[src/rtl/irq_pq_bank.sv]
module irq_pq_bank #(
  parameter int NSRC  = 8,
  parameter int SHIFT = 12,
  parameter int AW    = 16,
  parameter int BASE  = 0,
  parameter int LW    = 8
) (
  input  logic            clk,
  input  logic            rst_n,
  input  logic            acc_valid,
  input  logic            acc_write,
  input  logic [AW-1:0]   acc_addr,
  input  logic [3:0]      acc_size,
  input  logic            acc_be,
  input  logic [NSRC-1:0] src_valid,
  input  logic [NSRC-1:0] src_mask,
  output logic            rsp_valid,
  output logic [63:0]     rsp_data,
  output logic            rsp_err,
  output logic [LW-1:0]   rsp_lisn,
  output logic [NSRC-1:0] notify
);
  localparam int IW = AW - SHIFT;

  logic [2*NSRC-1:0] pq_q;
  logic [IW-1:0]     idx;
  logic [3:0]        op;
  logic [NSRC-1:0]   hit;
  logic [1:0]        cur, nxt;
  logic              sel_ok, sel_mask, ok, fire, err;
  logic [63:0]       data;

  assign idx = acc_addr[AW-1:SHIFT];
  assign op  = acc_addr[11:8];
  wire unused_addr = &{1'b0, acc_addr};

  for (genvar g = 0; g < NSRC; g++) begin : g_hit
    assign hit[g] = (idx == IW'(g));
  end

  always_comb begin
    cur = '0;
    sel_ok = 1'b0;
    sel_mask = 1'b0;
    for (int i = 0; i < NSRC; i++) begin
      if (hit[i]) begin
        cur = pq_q[2*i +: 2];
        sel_ok = src_valid[i];
        sel_mask = src_mask[i];
      end
    end
  end

  assign ok = acc_valid && acc_size == 4'd8 && acc_be && sel_ok;

  always_comb begin
    nxt  = cur;
    data = '1;
    err  = !ok;
    fire = 1'b0;
    if (ok) begin
      if (acc_write) begin
        if (op == 4'h0) begin
          data = '0;
          fire = (cur != 2'b01);
          if (cur != 2'b01) nxt = {1'b1, cur[1]};
        end else begin
          err = 1'b1;
        end
      end else begin
        case (op)
          4'h0: begin
            data = {63'd0, cur == 2'b11};
            if (cur[1]) nxt = {1'b1, 1'b0} & {1'b1, 1'b0} & {cur[0], 1'b0};
          end
          4'h8: data = {62'd0, cur};
          4'hC, 4'hD, 4'hE, 4'hF: begin
            data = {62'd0, cur};
            nxt  = op[1:0];
          end
          default: err = 1'b1;
        endcase
      end
    end
  end

  always_ff @(posedge clk or negedge rst_n) begin
    if (!rst_n) begin
      pq_q      <= {NSRC{2'b01}};
      rsp_valid <= 1'b0;
      rsp_data  <= '0;
      rsp_err   <= 1'b0;
      rsp_lisn  <= '0;
      notify    <= '0;
    end else begin
      rsp_valid <= acc_valid;
      rsp_data  <= acc_valid ? data : '0;
      rsp_err   <= acc_valid && err;
      rsp_lisn  <= acc_valid ? LW'(idx) + LW'(BASE) : '0;
      notify    <= (fire && !sel_mask) ? hit : '0;
      for (int i = 0; i < NSRC; i++)
        if (ok && !err && hit[i]) pq_q[2*i +: 2] <= nxt;
    end
  end
endmodule

[config.mk]
export PLATFORM = sky130hd
export DESIGN_NAME = irq_pq_bank
export DESIGN_NICKNAME = d
export VERILOG_FILES = /design/src/rtl/irq_pq_bank.sv
export SDC_FILE = /design/constraint.sdc
export NUM_CORES = 1
export LEC_CHECK = 0
export ABC_AREA = 1
export BUFFER_PORTS_ARGS = -buffer_cell sky130_fd_sc_hd__buf_2
export CAP_MARGIN = 10
export CORE_MARGIN = 1.5
export CORE_UTILIZATION = 49
export CTS_CLUSTER_DIAMETER = 150
export DETAILED_ROUTE_END_ITERATION = 12
export HOLD_SLACK_MARGIN = 0.12
export PLACE_DENSITY = 0.87
export SLEW_MARGIN = 20
export SYNTH_ARGS = -nofsm -noshare
export SYNTH_HDL_FRONTEND = slang
export SYNTH_SLANG_ARGS = --single-unit
[constraint.sdc]
create_clock -name clk -period 3.1 [get_ports clk]
set_clock_uncertainty 0.1 [all_clocks]
set_input_delay 0.62 -clock clk [delete_from_list [all_inputs] [get_ports clk]]
set_output_delay 0.62 -clock clk [all_outputs]
set_load 0.01 [all_outputs]
After elaboration in Yosys (flattened, before gate mapping)
Index checks and enable logic that the tools add are counted.
Word-level totals
  input bits: 41
  logic and storage cells: 94
  bits in registers: 94
  output and inout bits: 82
Operators by class
  multiplexer cells: 44
  eq/ne operators: 15
  reductions and logical operators: 22
Operator list (number)
  64-bit two-way mux: 4
  64-bit case mux with 2 select lines: 1
  2-bit two-way mux: 13
  4-bit equality test (second input constant): 6
  1-bit two-way mux: 23
  4-bit by 3-bit equality test with 1-bit output (second input constant): 4
  1-bit logical AND: 14
  4-bit by 2-bit equality test with 1-bit output (second input constant): 2
  4-bit zero test: 2
  8-bit two-way mux: 1
  6-bit OR reduction: 1
  5-bit OR reduction: 1
  4-bit by 1-bit equality test with 1-bit output (second input constant): 1
  4-bit two-way mux: 1
  2-bit case mux with 2 select lines: 1
  4-bit OR reduction: 1
  1-bit zero test: 3
  2-bit equality test (second input constant): 1
  2-bit by 1-bit != test with 1-bit output (second input constant): 1

Depth between registers and ports, before layout
  depth in word-level cells: 17
  gate-level depth with buffers: 15
  depth with buffers taken out: 15

Worst setup path after synthesis
Ideal clock, no wire load.
  kind: register -> output
  from: reg, netlist name rsp_data[62]
  to: out rsp_data[10]
  arrival time: 1.543 ns
  data required time: 2.380 ns
  path slack: 0.837 ns
  buffers on the path: 1
  cell stages (with the launch flop): 2
  cells stage by stage: dfrtp_1 > buf_4
RTL lines
  to (decl): line 18  | output logic [63:0] rsp_data,

Final worst setup path
  from: in acc_addr[12]
  to: reg pq_q[1]
Between the ends
  word-level cells in the longest chain between the ends: 17
  elaborated cells between the ends (all ways): 40
  classes of those cells: eq/ne: 8; mux: 26; reduce/logical: 6
RTL lines
  from (decl): line 12  | input logic [AW-1:0] acc_addr,
  4-bit zero test: line 38  | assign hit[g] = (idx == IW'(g));
  1-bit two-way mux (8 in a row): line 46  | if (hit[i]) begin
  1-bit logical AND: line 54  | assign ok = acc_valid && acc_size == 4'd8 && acc_be && sel_ok;
  1-bit zero test: line 59  | err = !ok;
  1-bit two-way mux (on tied branches): line 71, 63
  1-bit two-way mux: line 62  | if (acc_write) begin
  1-bit two-way mux: line 61  | if (ok) begin
  1-bit zero test: line 102  | if (ok && !err && hit[i]) pq_q[2*i +: 2] <= nxt;
  1-bit logical AND (2 in a row): line 102
  to (signal assigned): line 89  | pq_q <= {NSRC{2'b01}};
  to (signal, indexed assignment): line 102
  to (decl): line 25  | logic [2*NSRC-1:0] pq_q;
Parallel ways exist; a longest one is shown, timed or not.
A chain may end at the register's enable or synchronous reset.

==> flow_summary.ini <==
[place]
portBuffers = 110
hpwl_mm = 3.820
place.gp.congestion = 0.8685

[layout]
final_common_cell = buf_2
nNetsFinal = 399
final_cell_mix = buf_2 (110), nand2_1 (52), nand3_1 (28)
syn_to_final_growth_pct = 9.028
antenna_cells = 0
final_util = 0.5707
drive_gt1_frac = 0.4429

[synthesis]
synth-edff-count = 0
netlist_area_um2 = 2342
synth_seq_area_share = 0.3568
syn_area_per_cell_um2 = 7.679
yosysWarnings = 0
netlist_instances = 305
ys_types = 30
ys.flop_type = dfrtp_1
ys_seq_elements = 33
ys_async_sr_fraction = 1.000

[routing]
ant_nets = 0
drt_iter0_markers = 145
vias = 2063
vias_per_cell = 5.019
drt_wl_total_mm = 5.029
wl_per_cell_um = 12.24
post-route-drc-count = 0
dr.pass1.iters = 4

[floorplan]
rows = 24
dieWidth_um = 72.14
chipHeight_um = 72.14
die_area_um2 = 5204
io-pin-count = 123
placeableCoreArea_um2 = 4474
initial_core_util = 0.5235

[sta]
worst_slew_pin_slew_ns = 0.7043
finalCritPeriodShare = 0.8048
max_freq_mhz = 400.8
slew_headroom = 0.5305
finalSetupViolCount = 0
hold_violations = 0
rsz0062_at_grt = false
finalMaxSlewViolations = 0
setup_tns_ns = 0
fin_crit_ns = 2.495

[grt]
grt_usage = 0.1982
grt_max_degree = 63
grt_pass1_wl_mm = 8.024
grt-ovfl-total = 0
grt_pass1_vias = 1756
antenna_found_initial = 0

[cts]
cts_setup_buffers = 0
path_clk_slew_ns = 0.07
clk_path_buf_depth = 2
cts_tree = done
cts.sinks = 33
cts_resized = 0
clk_root_buffer_cell = clkbuf_8
clock_latency_ns = 0.29
cts_max_level = 2
cts_made_buffers = 5
hold_buffers = 0

[pwr]
finalPower_mw = 0.9336
p_leak_nw = 1.442
powerDensity_nw_per_um2 = 365.6
irDropWorstVdd_mv = 0.1759

[worst_setup_path]
r2r_slack_ns = 1.34
end_kind = flip-flop
required_ns = 3.18
cp-start-kind = primary input
cp.arrival_ns = 2.57
cp_top_family = simple AND/OR/NAND/NOR gates
path_buf_inv = 4
cp_slowest_cell = nor2_1
path_max_fanout = 21
crit_chain = buf_2 > nor2_1 > nand2_2 > inv_1 > nand2_1 > nand4_1 > nand2_2 > inv_2 > nand2_2 > nor2_1 > inv_1 > nand2_1 > nand2_1
reg2reg_depth = 10
regToRegEndpoint = pq_q[3]$_DFFE_PN0P_
slowest_delay_ns = 0.31
worstSetupPathType = primary input to flip-flop
reg2reg_from = pq_q[3]$_DFFE_PN0P_

[flow_run]
drv_cap = 0

[hold_path]
hp-class = primary input to asynchronous set/reset pin

[status]
status = completed
==> registers in the layout (all words and copies together) (netlist names) <==
register,cells
notify,8
pq_q,16
rsp_data,3
rsp_lisn,4
rsp_err,1
rsp_valid,1
==> worst register-to-register path, cell delays in order (launching register included) <==
cell and delay [ns]:
dfrtp_1 0.38, nand3_1 0.09, nand2_1 0.07, nor2_1 0.12
nand2_1 0.06, nand2_1 0.08, nand4_1 0.16, a21oi_1 0.22
nand2_2 0.16, nand4_1 0.13, nand2_1 0.08
==> logic make-up (layout without fill, tap and decap cells) <==
family                 Yosys count  after routing  share of synthesized area
DFF                             33             33                     0.3568
and+or+nand+nor                142            142                     0.3066
AOI/OAI and AO/OA               27             27                    0.06303
buffers and inverters          102            153                     0.2719
other                            1              4                   0.001601
==> cell type report <==
type / count / area (um2)
timing repair buffer: 111 / 558.0
fill: 410 / 1921
tap: 52 / 65.06
sequential: 33 / 835.8
clock buffer: 5 / 68.82
clock inverter: 3 / 17.52
multi-input combinational: 173 / 880.8
inverter: 34 / 127.6
==> report_power, final <==
group / total, mW / internal [mW] / switching [mW]
clock: 0.318 / 0.155 / 0.163
sequential: 0.439 / 0.437 / 0.00155
combinational: 0.176 / 0.0619 / 0.114
total: 0.934 / 0.654 / 0.279
==> per-stage QoR <==
step	cells	setup slack [ns]	hold WS, ns	area [um2]
6_report	411	0.6052	0.2732	2554
5_1_grt	411	0.3797	0.3386	2554
4_1_cts	411	0.6570	0.3018	2554
3_5_place_dp	403	0.3582	0.3729	2467
3_3_place_gp	403	0.4344	0.3620	2467
2_1_floorplan	308	0.8366	0.2244	2354
==> worst max path at each step <==
stage	endpoint	slack, ns	startpoint	cells past startpoint
finish	pq_q[1]$_DFFE_PN0P_	0.61	acc_addr[12]	13
global route	pq_q[1]$_DFFE_PN0P_	0.38	acc_addr[12]	13
CTS	pq_q[1]$_DFFE_PN0P_	0.66	acc_addr[15]	13
detailed placement	pq_q[1]$_DFFE_PN0P_	0.36	acc_addr[15]	13
global placement	pq_q[1]$_DFFE_PN0P_	0.43	acc_addr[15]	13
floorplan	rsp_data[10]	0.84	rsp_data[62]$_DFF_PN0_	1
==> routing by layer <==
metal,track usage,share of wire,vias to the layer above
li1,-,-,1014
met1,0.2442,0.40,926
met2,0.3323,0.49,108
met3,0.04583,0.086,15
met4,0.08805,0.027,0
met5,0,0,-
==> synthesized netlist by cell type, types with 2 or more instances <==
master,n,area [um2]
nand2_2,11,68.82
o21ai_1,4,20.02
inv_2,6,22.52
dfstp_2,8,210.2
a31oi_1,2,12.51
nand4_1,12,75.07
nor2_4,5,56.30
nand3_1,28,140.1
a21oi_1,5,25.02
buf_4,65,488.0
o21ai_0,14,70.07
dfrtp_1,25,625.6
inv_1,27,101.4
nor2_2,6,37.54
nor2_1,21,78.83
nand2_1,52,195.2
No activity file was read; power rests on OpenSTA's default activity.
